==> src/rtl/btb_pkg.sv <==
package btb_pkg;

  typedef logic [1:0] ctr_t;

  localparam ctr_t CTR_STRONG_NT = 2'b00;
  localparam ctr_t CTR_WEAK_T    = 2'b10;
  localparam ctr_t CTR_STRONG_T  = 2'b11;

  // Counter value written when a taken branch claims a slot.
  localparam ctr_t CTR_FILL = CTR_WEAK_T;

  function automatic logic ctr_predicts_taken(input ctr_t c);
    return c[1];
  endfunction

endpackage

==> src/rtl/btb_index_split.sv <==
module btb_index_split #(
  parameter int ADDR_W = 32,
  parameter int IDX_W  = 4,
  localparam int TAG_W = ADDR_W - IDX_W - 2
) (
  input  logic [ADDR_W-1:0] pc,
  output logic [IDX_W-1:0]  idx,
  output logic [TAG_W-1:0]  tag
);
  // The two low bits are the byte offset inside a 32-bit instruction word.
  assign idx = pc[IDX_W+1:2];
  assign tag = pc[ADDR_W-1:IDX_W+2];
endmodule

==> src/rtl/btb_ctr_step.sv <==
module btb_ctr_step
  import btb_pkg::*;
(
  input  ctr_t cur,
  input  logic taken,
  output ctr_t nxt
);
  always_comb begin
    nxt = cur;
    if (taken) begin
      if (cur != CTR_STRONG_T) nxt = cur + 2'd1;
    end else begin
      if (cur != CTR_STRONG_NT) nxt = cur - 2'd1;
    end
  end
endmodule

==> src/rtl/btb_store.sv <==
module btb_store
  import btb_pkg::*;
#(
  parameter int ADDR_W = 32,
  parameter int IDX_W  = 4,
  localparam int TAG_W   = ADDR_W - IDX_W - 2,
  localparam int ENTRIES = 1 << IDX_W
) (
  input  logic              clk,
  input  logic              rst_n,
  // lookup read port
  input  logic [IDX_W-1:0]  ra_idx,
  output logic              ra_vld,
  output logic [TAG_W-1:0]  ra_tag,
  output logic [ADDR_W-1:0] ra_tgt,
  output ctr_t              ra_ctr,
  // update read port
  input  logic [IDX_W-1:0]  rb_idx,
  output logic              rb_vld,
  output logic [TAG_W-1:0]  rb_tag,
  output logic [ADDR_W-1:0] rb_tgt,
  output ctr_t              rb_ctr,
  // write port
  input  logic              wr_en,
  input  logic [IDX_W-1:0]  wr_idx,
  input  logic [TAG_W-1:0]  wr_tag,
  input  logic [ADDR_W-1:0] wr_tgt,
  input  ctr_t              wr_ctr
);
  logic [ENTRIES-1:0] vld_q;
  logic [TAG_W-1:0]   tag_q [ENTRIES];
  logic [ADDR_W-1:0]  tgt_q [ENTRIES];
  ctr_t               ctr_q [ENTRIES];

  for (genvar e = 0; e < ENTRIES; e++) begin : g_slot
    logic sel;
    assign sel = wr_en && (wr_idx == IDX_W'(e));

    always_ff @(posedge clk) begin
      if (!rst_n) begin
        vld_q[e] <= 1'b0;
      end else if (sel) begin
        vld_q[e] <= 1'b1;
      end
    end

    // Payload needs no reset: it is only observed through vld_q.
    always_ff @(posedge clk) begin
      if (sel) begin
        tag_q[e] <= wr_tag;
        tgt_q[e] <= wr_tgt;
        ctr_q[e] <= wr_ctr;
      end
    end
  end

  assign ra_vld = vld_q[ra_idx];
  assign ra_tag = tag_q[ra_idx];
  assign ra_tgt = tgt_q[ra_idx];
  assign ra_ctr = ctr_q[ra_idx];

  assign rb_vld = vld_q[rb_idx];
  assign rb_tag = tag_q[rb_idx];
  assign rb_tgt = tgt_q[rb_idx];
  assign rb_ctr = ctr_q[rb_idx];
endmodule

==> src/rtl/btb_predictor.sv <==
module btb_predictor
  import btb_pkg::*;
#(
  parameter int ADDR_W = 32,
  parameter int IDX_W  = 4
) (
  input  logic              clk,
  input  logic              rst_n,
  input  logic [ADDR_W-1:0] lk_pc,
  output logic              lk_hit,
  output logic              lk_taken,
  output logic [ADDR_W-1:0] lk_target,
  output logic [ADDR_W-1:0] lk_next_pc,
  input  logic              upd_valid,
  output logic              upd_ready,
  input  logic [ADDR_W-1:0] upd_pc,
  input  logic              upd_taken,
  input  logic [ADDR_W-1:0] upd_target
);
  localparam int TAG_W = ADDR_W - IDX_W - 2;

  logic [IDX_W-1:0]  lk_idx, up_idx;
  logic [TAG_W-1:0]  lk_tag, up_tag;

  logic              ra_vld, rb_vld;
  logic [TAG_W-1:0]  ra_tag, rb_tag;
  logic [ADDR_W-1:0] ra_tgt, rb_tgt;
  ctr_t              ra_ctr, rb_ctr;

  logic              wr_en;
  logic [ADDR_W-1:0] wr_tgt;
  ctr_t              wr_ctr, stepped_ctr;
  logic              up_hit, up_fire;

  btb_index_split #(.ADDR_W(ADDR_W), .IDX_W(IDX_W)) u_lk_split (
    .pc(lk_pc), .idx(lk_idx), .tag(lk_tag)
  );

  btb_index_split #(.ADDR_W(ADDR_W), .IDX_W(IDX_W)) u_up_split (
    .pc(upd_pc), .idx(up_idx), .tag(up_tag)
  );

  btb_store #(.ADDR_W(ADDR_W), .IDX_W(IDX_W)) u_store (
    .clk(clk), .rst_n(rst_n),
    .ra_idx(lk_idx), .ra_vld(ra_vld), .ra_tag(ra_tag), .ra_tgt(ra_tgt), .ra_ctr(ra_ctr),
    .rb_idx(up_idx), .rb_vld(rb_vld), .rb_tag(rb_tag), .rb_tgt(rb_tgt), .rb_ctr(rb_ctr),
    .wr_en(wr_en), .wr_idx(up_idx), .wr_tag(up_tag), .wr_tgt(wr_tgt), .wr_ctr(wr_ctr)
  );

  btb_ctr_step u_step (.cur(rb_ctr), .taken(upd_taken), .nxt(stepped_ctr));

  // Lookup side: purely combinational on the registered table, so a
  // same-cycle write is not visible until the following cycle.
  always_comb begin
    lk_hit     = ra_vld && (ra_tag == lk_tag);
    lk_taken   = lk_hit && ctr_predicts_taken(ra_ctr);
    lk_target  = ra_tgt;
    lk_next_pc = lk_taken ? ra_tgt : lk_pc + ADDR_W'(4);
  end

  // Update side: never stalls the resolve stream.
  assign upd_ready = 1'b1;
  assign up_fire   = upd_valid && upd_ready;
  assign up_hit    = rb_vld && (rb_tag == up_tag);

  always_comb begin
    wr_en  = 1'b0;
    wr_ctr = CTR_FILL;
    wr_tgt = upd_target;
    if (up_fire) begin
      if (up_hit) begin
        wr_en  = 1'b1;
        wr_ctr = stepped_ctr;
        wr_tgt = upd_taken ? upd_target : rb_tgt;
      end else if (upd_taken) begin
        wr_en  = 1'b1;
        wr_ctr = CTR_FILL;
        wr_tgt = upd_target;
      end
    end
  end
endmodule

==> config.mk <==
export PLATFORM = sky130hd
export DESIGN_NAME = btb_predictor
export DESIGN_NICKNAME = d
export VERILOG_FILES = /design/src/rtl/btb_pkg.sv /design/src/rtl/btb_index_split.sv /design/src/rtl/btb_ctr_step.sv /design/src/rtl/btb_store.sv /design/src/rtl/btb_predictor.sv
export SDC_FILE = /design/constraint.sdc
export NUM_CORES = 1
export LEC_CHECK = 0
export BUFFER_PORTS_ARGS = -buffer_cell sky130_fd_sc_hd__buf_4
export CAP_MARGIN = 30
export CORE_MARGIN = 8
export CORE_UTILIZATION = 45
export DETAILED_ROUTE_END_ITERATION = 7
export GPL_TIMING_DRIVEN = 0
export PLACE_DENSITY = 0.6
export SLEW_MARGIN = 10
export SYNTH_ARGS = -nofsm -noshare
export SYNTH_HDL_FRONTEND = slang
export SYNTH_SLANG_ARGS = --single-unit
==> constraint.sdc <==
create_clock -name clk -period 8.5 [get_ports clk]
set_input_delay 1.275 -clock clk [delete_from_list [all_inputs] [get_ports clk]]
set_output_delay 1.275 -clock clk [all_outputs]
set_load 0.01 [all_outputs]
### After elaboration in Yosys (flattened, before gate mapping)

Memories as Yosys holds them, arrays and structs flattened.
Cells that the tools add are included.

* $add $sub $neg: 3
* multipliers: 0
* divide/modulo/power cells: 0
* magnitude comparators: 2
* eq/ne operators: 18
* shift-type cells: 0
* muxes and demuxes: 183
* bitwise gates (word level): 0
* reduce and logical (&&, ||, !) cells: 66

Operators by type and width (count)
* $mux W32: 19
* $reduce_or A32 Y1: 15
* $mux W26: 15
* $reduce_or A26 Y1: 15
* $mux W4: 45
* $mux W1: 82
* $eq A26 B26 Y1: 2
* $mux W2: 20
* $add A32 B3 Y32 const B: 1
* $eq A4 B4 Y1 const B: 8
* $reduce_or A2 Y1: 15
* $logic_and A1 B1 Y1: 19
* $eq A4 B3 Y1 const B: 4
* $lt A4 B5 Y1 const B: 2
* $bmux W1 S4: 2
* $eq A4 B2 Y1 const B: 2
* $eq A4 B1 Y1 const B: 1
* $logic_not A4 Y1: 1
* $add A2 B1 Y2 const B: 1
* $ne A2 B2 Y1 const B: 1
* $reduce_bool A2 Y1: 1
* $sub A2 B1 Y2 const B: 1

* bits in registers: 16
* latch bits: 0
* bits in writable memories: 960
* bits in read-only memories: 0
* bits of input ports: 100
* output and inout port bits: 67
* word-level logic and storage cells: 291
* memories kept: 3

Memory list
* u_store.tgt_q: depth 16, width 32, rd ports 2, clocked after Yosys merged registers in 0, write ports 1, line btb_store.sv:32 `logic [ADDR_W-1:0] tgt_q [ENTRIES];`
* u_store.tag_q: depth 16, width 26, rd ports 2, clocked after Yosys merged registers in 0, write ports 1, line btb_store.sv:31 `logic [TAG_W-1:0] tag_q [ENTRIES];`
* u_store.ctr_q: depth 16, width 2, rd ports 2, clocked after Yosys merged registers in 0, write ports 1, line btb_store.sv:33 `ctr_t ctr_q [ENTRIES];`

### Logic depth before layout (Yosys ltp)

Gate-level depths: netlist of run 1.

* word-level depth: 24
* mapped depth: 14
* depth with buffers taken out: 8

### Cells and area by module

From an unflattened synthesis of run 1, not the netlist that was laid out.

* cells, all modules: 2341
* area total of the unflattened synthesis: 46066.7 um^2

By module, submodules not included
* btb_store: instances 1, cells an instance 2041, area an instance 43626.8 um^2, sequential area each 29148.0 um^2
* btb_predictor: instances 1, cells an instance 237, area an instance 1963.1 um^2, sequential area each 0.0 um^2
* btb_index_split: instances 2, cells an instance 30, area an instance 225.2 um^2, sequential area each 0.0 um^2
* btb_ctr_step: instances 1, cells an instance 3, area an instance 26.3 um^2, sequential area each 0.0 um^2

### Worst setup path after synthesis of run 1

Ideal clock, no wire load.

* path kind: input port to flip-flop
* start: in upd_pc[5]
* end: mem u_store.ctr_q[14][0] (netlist bit) (enable)
* library setup time: 0.498 ns
* data arrival time: 6.576 ns
* data required time: 8.002 ns
* path slack: 1.427 ns
* stages: 14
* path buffers: 6
* cells stage by stage: buf_2 buf_2 buf_2 buf_4 buf_2 mux4_2 mux2i_1 o2bb2ai_1 o21ai_0 nand4_1 nor3_1 nand4b_1 buf_2 a21oi_1

* elaborated cells on any way between the ends: 116
* those cells by class: 16 x eq/ne; 66 x mux; 33 x reduce/logical; 1 x memory

RTL lines
* from (decl): line btb_predictor.sv:16 `input logic [ADDR_W-1:0] upd_pc,`
* $mem_v2 Z16 W26 or $bmux W1 S4 (tied branches)
* $eq A26 B26 Y1 or $mux W1 (tied branches): line btb_predictor.sv:64, btb_store.sv:62
* $logic_and A1 B1 Y1: line btb_predictor.sv:64 `assign up_hit = rb_vld && (rb_tag == up_tag);`
* $mux W1: line btb_predictor.sv:71 `if (up_hit) begin`
* $mux W1: line btb_predictor.sv:70 `if (up_fire) begin`
* $logic_and A1 B1 Y1 (*): line btb_store.sv:37 `assign sel = wr_en && (wr_idx == IDX_W'(e));`
* net u_store.g_slot[14].sel: line btb_store.sv:36 `logic sel;`
* $mux W1 (*): line btb_store.sv:49 `if (sel) begin`
* $mux W1 (implied by the code) (*): line btb_store.sv:52 `ctr_q[e] <= wr_ctr;`
* $reduce_or A2 Y1 (no line)
* $mux W4 (no line) or $mux W1 (tied branches) (2 in a row)
* to (decl): line btb_store.sv:33

Mark *: on every way through the listed nets, which the timed path passes. The rest lies on a longest branch. The select of a mux whose other input is x is not followed.

### Worst setup path in the final report of run 1

* start: in lk_pc[4]
* end: out lk_next_pc[2]

* cells in the longest elaborated chain, start to end: 5
* elaborated cells on any way between the ends: 9
* those cells by class: 1 x eq/ne; 3 x mux; 2 x reduce/logical; 3 x memory

RTL lines
* from (decl): line btb_predictor.sv:9 `input logic [ADDR_W-1:0] lk_pc,`
* $mem_v2 Z16 W26 or $bmux W1 S4 (tied branches)
* $eq A26 B26 Y1 or $mux W1 (tied branches): line btb_predictor.sv:55, btb_store.sv:57
* $logic_and A1 B1 Y1: line btb_predictor.sv:55 `lk_hit = ra_vld && (ra_tag == lk_tag);`
* $logic_and A1 B1 Y1: line btb_predictor.sv:56 `lk_taken = lk_hit && ctr_predicts_taken(ra_ctr);`
* $mux W32 (*): line btb_predictor.sv:58 `lk_next_pc = lk_taken ? ra_tgt : lk_pc + ADDR_W'(4);`
* to (decl): line btb_predictor.sv:13 `output logic [ADDR_W-1:0] lk_next_pc,`

Every way passes the cells marked *; elsewhere a longest branch is shown, timed or not. The select of a mux whose other input is x is not followed.

==> results of run 1 <==
## power by group through the flow
stage          clock network, µW  registers, µW  logic [µW]
4_1_cts                     4570           5360        1170
6_report                    4530           5360        1190
2_1_floorplan                  0           5460         646
3_3_place_gp                   0           5470        1110
3_5_place_dp                   0           5460        1170
5_1_grt                     4730           5370        1230
## cell usage in the layout, fill, tap and decap left out, types with 20 or more instances in the layout
cell type / count
clkinv_2: 28
mux2_2: 23
buf_1: 31
buf_6: 26
a22oi_1: 36
buf_4: 172
mux2_4: 29
edfxtp_1: 960
nand2_1: 67
clkbuf_1: 78
buf_16: 56
mux4_2: 504
xnor2_1: 68
a21oi_1: 21
clkinv_1: 22
mux2i_1: 173
xor2_1: 34
buf_2: 51
buf_12: 22
buf_8: 20
clkbuf_16: 107
nor2_1: 27
## flip-flops by register name, summed over array words and instances (netlist names)
name and cells:
u_store.vld_q 16, u_store.tag_q 416, u_store.ctr_q 32, u_store.tgt_q 512
## routing by layer
layer	share of wire, %	vias to the layer above	GRT usage (%)	wire, µm
met5	0	-	0	0
met4	4.4	0	11.0	7380
met3	11	351	8.35	19100
met2	46	2040	44.4	77600
met1	38	15300	38.4	64200
li1	-	11000	-	-
## through the flow
| step | total power, µW | hold WS [ns] | worst slack, ns | cell area, µm² | util, % |
|---|---|---|---|---|---|
| finish | 11100 | 0.475 | 0.157 | 55900 | 54.0 |
| global route | 11300 | 0.492 | 0.209 | 55900 | 54.0 |
| CTS | 11100 | 0.467 | 0.424 | 55800 | 53.9 |
| detailed placement | 6630 | 0.458 | 0.424 | 52400 | 50.7 |
| global placement | 6590 | 0.450 | -5.33 | 49800 | 48.2 |
| floorplan | 6110 | 0.429 | 1.43 | 47000 | - |
## how the worst min path moves through the flow
stage                             endpoint             start  slack (ns)
after global placement    u_store.vld_q[4]  u_store.vld_q[4]        0.45
after CTS                 u_store.vld_q[4]  u_store.vld_q[4]        0.47
after global routing      u_store.vld_q[4]  u_store.vld_q[4]        0.49
final                     u_store.vld_q[7]  u_store.vld_q[7]        0.47
after floorplan           u_store.vld_q[7]  u_store.vld_q[7]        0.43
after detailed placement  u_store.vld_q[4]  u_store.vld_q[4]        0.46
## worst max-delay path, stage by stage
cell      delay (ns)
buf_4           0.14
buf_2           0.40
buf_1           0.84
clkbuf_2        0.78
mux2i_1         0.19
mux2i_1         0.71
xnor2_1         0.19
nand4_1         0.11
nor4_1          0.68
nand4b_2        0.75
buf_6           0.42
mux2i_1         0.34
buf_4           0.20
## cell families after synthesis
family	share of synthesized area, %
mux	29.6
buf+inv	1.92
compound gates	2.47
flops	62.0
fa+ha+maj	0.0266
other cells	0.00798
simple gates	2.05
xor+xnor	1.90
## layout make-up
class / count / area (µm²) / share of cell area [%]
inverters: 9 / 33.8 / 0.0604
repair buffers: 267 / 3610 / 6.46
plain buffers: 177 / 876 / 1.57
multi-input cells: 1195 / 17100 / 30.6
diodes: 9 / 22.5 / 0.0403
clock inverters: 72 / 598 / 1.07
flip-flops and latches: 976 / 29100 / 52.1
well taps: 1380 / 1730 / 3.09
clock buffers: 125 / 2770 / 4.95
==> results.cfg, run 1 <==
[floorplanning]
io_pins = 167
die_h_um = 339
core_um2 = 103000
row_count = 118
dieArea_um2 = 115000
dieWidth_um = 339
start_util_pct = 45.4

[yosys]
ys_types = 68
synth.largest_area_cell = edfxtp_1
yosys-top-cells-count = edfxtp_1, mux4_2, mux2i_1
synth_flop_cell = edfxtp_1
ys_warn_count = 0
synth_cells = 2357
yosysSeqAreaShare_pct = 62.0
synth_nets = 2458
synth_edf_count = 960
async_flop_share_pct = 0
synth_top_area_share_pct = 61.3
netlist_top_cells_area = edfxtp_1, mux4_2, mux2i_1, xnor2_1, mux2_4
synth.most_common_cell = edfxtp_1
syn-cell-area_um2 = 47000
synth.ff_latch_count = 976
synth.avg_cell_area_um2 = 19.9

[place]
placedCellCount = 3997
place_congestion = 0.962
dp.final_hpwl_mm = 120
io_buffers = 150

[timing]
drv_slew = 0
rsz0062_at_grt = no
period_share_pct = 98.2
fin_crit_ns = 8.34
tightest_slew_ns = 1.06
tns_ns = 0
fmax_mhz = 120
relSlewSlack_pct = 29.1
finalHoldViolCount = 0
clock_skew_ns = 0.0259
setup_viol = 0

[global_routing]
antenna_found_initial = 8
grt_pass1_wl_mm = 232
grt_pass1_vias = 29000
gr-total-overflow = 0
grt_util_all_layers_pct = 28.7
grt_max_degree = 23

[cts]
clkSinkCount = 976
cts_resized = 0
hold_buffers = 0
clockBufferDepth = 3
cts.clk_slew.worst_paths_ns = 0.06
post_cts_buffers = 0
cts_tree = done
clockRootBuffer = clkbuf_16
cts_htree_levels = 3
numCtsBuffers = 105
insertion_delay_ns = 0.70

[setup_path]
crit_start = lk_pc[4]
cp_max_fo = 10
ff2ff_setup_slack_ns = 2.76
worstPathRequired_ns = 7.22
r2r-start = u_store.tag_q[7][16]
crit_end = lk_next_pc[2]
crit_type = in2out
arrival_ns = 7.07
end_kind = output port
startpoint_type = input pin
ff2ff_path_depth = 15
worstReg2RegEnd = u_store.tgt_q[8][20]

[power_and_ir_drop]
clkPwrFrac_pct = 40.9
cellLeakagePower_uw = 0.0184
pwr-share-seq_pct = 48.4
comb_power_share_pct = 10.7
intPower_uw = 8400
netSwitchingFraction_pct = 24.2
power_density_nw_per_um2 = 198
switchingPower_uw = 2690
peakVddDrop_mv = 0.188

[drt]
drcViolationCount = 0
finalWirelength_mm = 168
drt_pass1_iterations = 5
wire_per_inst_um = 40.0
drt_iter0_markers = 4417
vias = 28700
viasPerCell = 6.81
ant_nets = 0

[cells_and_area]
drive_gt1_share_pct = 38.6
final_nets = 2832
area_growth_pct = 19.0
finalNonFillerCells = 4210
fillers = 7884

[hold_path]
hp-class = reg2reg
worst_hold_path.num_cells = 2

[flow_run]
drv_cap = 0

[status]
status = finished clean
(Power assumes the default switching activity.)
==> run 2: changes to the inputs <==
- PLACE_DENSITY: 0.6 -> 0.62
- RECOVER_POWER: not set -> 50
- SETUP_SLACK_MARGIN: not set -> 0.02
- clock period: 8.5 -> 6.8 ns (I/O delays scaled with it)
==> results.cfg, run 2 (synthesis results as in run 1) <==
[status]
status = finished with violations
violations = max-capacitance violations, max-slew violations, negative setup slack

[setup_path]
worstPathRequired_ns = 5.78
cp_max_fo = 10
path_buf_inv = 6
critPathSlowestCell = buf_1
slowest_delay_ns = 0.61
startpoint_type = input pin
arrival_ns = 5.85
cp_cell_sequence = buf_4 -> buf_2 -> buf_1 -> clkbuf_4 -> mux2i_1 -> xnor2_1 -> o21ai_0 -> nand4_1 -> nor4_2 -> nand4b_4 -> buf_6 -> mux2i_2 -> buf_4
crit_type = in2out
ff2ff_setup_slack_ns = 1.51
worstReg2RegEnd = u_store.tgt_q[3][12]
end_kind = output port
r2r-start = u_store.tag_q[7][16]
crit_path_frequent_cell = buf_4
cp_top_family = buffers and inverters
ff2ff_path_depth = 11

[power_and_ir_drop]
power.total_uw = 14100
pwr-share-seq_pct = 47.7
peakVddDrop_mv = 0.213
cellLeakagePower_uw = 0.0182
intPower_uw = 10700
comb_power_share_pct = 10.4
netSwitchingFraction_pct = 23.7
power_density_nw_per_um2 = 254
switchingPower_uw = 3340
clkPwrFrac_pct = 41.9

[floorplanning]
start_util_pct = 45.4
core_um2 = 103000
io_pins = 167
row_count = 118
die_h_um = 339
dieArea_um2 = 115000
dieWidth_um = 339

[cts]
clkSinkCount = 976
clockBufferDepth = 3
insertion_delay_ns = 0.70
cts.clk_slew.worst_paths_ns = 0.07
cts_tree = done
cts_htree_levels = 3
numCtsBuffers = 102
clockRootBuffer = clkbuf_16

[timing]
period_share_pct = 101
tightest_slew_ns = 1.53
rsz0062_at_grt = no
fin_crit_ns = 6.87
setup_viol = 29
final_critical_path_setup_slack_ns = -0.0693
fmax_mhz = 146
clock_skew_ns = 0.0415
relSlewSlack_pct = -1.67
drv_slew = 11
finalHoldViolCount = 0

[global_routing]
grt_pass1_wl_mm = 234
grt_pass1_vias = 29100
grt_util_all_layers_pct = 29.0
grt_max_degree = 23
gr-total-overflow = 0
antenna_found_initial = 15

[cells_and_area]
regMostFlops = u_store.tgt_q
fillers = 8023
drive_gt1_share_pct = 37.4
area_growth_pct = 17.9
multiInputGateArea_um2 = 17100
mostFrequentLayoutCells = edfxtp_1, mux4_2, mux2i_1
top_regs = u_store.tgt_q x512, u_store.tag_q x416, u_store.ctr_q x32
seq_area_um2 = 29100
final_common_cell = edfxtp_1
largest_reg_flops = 512
final_nets = 2830
stdcell_area_um2 = 55400

[place]
placed_cell_area_um2 = 52400
io_buffers = 150
place_congestion = 0.974
dp.final_hpwl_mm = 121

[drt]
ant_nets = 0
top_layer = met5
met1_length_mm = 61.9
vias = 29000
wl_met2_mm = 79.1
drt_pass1_iterations = 8
drcViolationCount = 0
viasPerCell = 6.91
wl_met3_mm = 20.1
drt_iter0_markers = 4470
wire_per_inst_um = 40.6
finalWirelength_mm = 171

[hold_path]
hp-class = reg2reg
worst_hold_path.num_cells = 2
worst_hold_path.endpoint = u_store.vld_q[4]
hold_start = u_store.vld_q[4]

[flow_run]
drv_cap = 1
## run 2: changes by cell type in the layout (fill, tap and decap cells not counted), moves of 4 or more
cell        delta
a21oi_4       -10
a21oi_2        +5
clkinv_2      -11
buf_16        -23
clkbuf_2      +20
clkbuf_1      +29
clkinvlp_4     -4
buf_1          -5
buf_4         -26
buf_2          -7
bufinv_16      +9
a21oi_1        +5
## run 2: cell type report
cell class              instances  area share, %
diodes                          9         0.0406
clock inverters                71           1.48
clock buffers                 118           4.81
multi-input cells            1195           30.8
well taps                    1380           3.12
inverters                       9         0.0610
flip-flops and latches        976           52.6
plain buffers                 177           1.63
repair buffers                268           5.49
## run 2: worst register-to-register path, delay by kind of cell, from the launching register on
family	cells	cell delay, ns
flip-flops	1	0.38
XOR/XNOR	1	0.48
multiplexers	1	0.49
AND/OR/NAND/NOR	2	0.78
AO/OA/AOI/OAI	4	1.64
buffers and inverters	3	1.20
## run 2: worst max-delay path by stage
stage | cells after the start | startpoint | slack, ns | to
after detailed placement | 12 | lk_pc[3] | -0.80 | lk_next_pc[2]
after global routing | 13 | lk_pc[4] | 0.03 | lk_next_pc[2]
after CTS | 15 | lk_pc[2] | 0.04 | lk_next_pc[2]
final | 13 | lk_pc[4] | -0.07 | lk_next_pc[2]
after floorplan | 14 | upd_pc[5] | -0.02 | u_store.ctr_q[14][0]
after global placement | 11 | upd_pc[5] | -7.07 | u_store.tgt_q[6][20]
## run 2: power by group through the flow
stage | Clock (µW) | Combinational (µW) | Sequential [µW]
3_5_place_dp | 0 | 1450 | 6830
4_1_cts | 5930 | 1460 | 6700
2_1_floorplan | 0 | 807 | 6820
6_report | 5890 | 1470 | 6710
3_3_place_gp | 0 | 1380 | 6840
5_1_grt | 6140 | 1510 | 6710
## run 2: metal layers
layer	vias up	global-route usage, %
li1	10900	-
met5	-	0
met1	15400	37.8
met2	2225	45.3
met4	10	13.5
met3	440	7.89
## run 2: stage by stage
stage               worst slack (ns)  instances  hold slack [ns]  setup TNS [ns]  util (%)
CTS                           0.0367       4189            0.462               0      54.0
global route                  0.0344       4197            0.500               0      53.5
global placement               -7.07       3887            0.446        -6613.84      48.2
detailed placement            -0.796       4000            0.457          -20.59      50.6
floorplan                    -0.0184       2357            0.429           -9.95         -
finish                       -0.0693       4203            0.463          -0.817      53.6
## run 2: what timing repair did
action,in CTS,in global routing
hold buffers,0,0
setup buffers,0,0
setup endpoints to repair,64,4
gates resized for setup,18,6
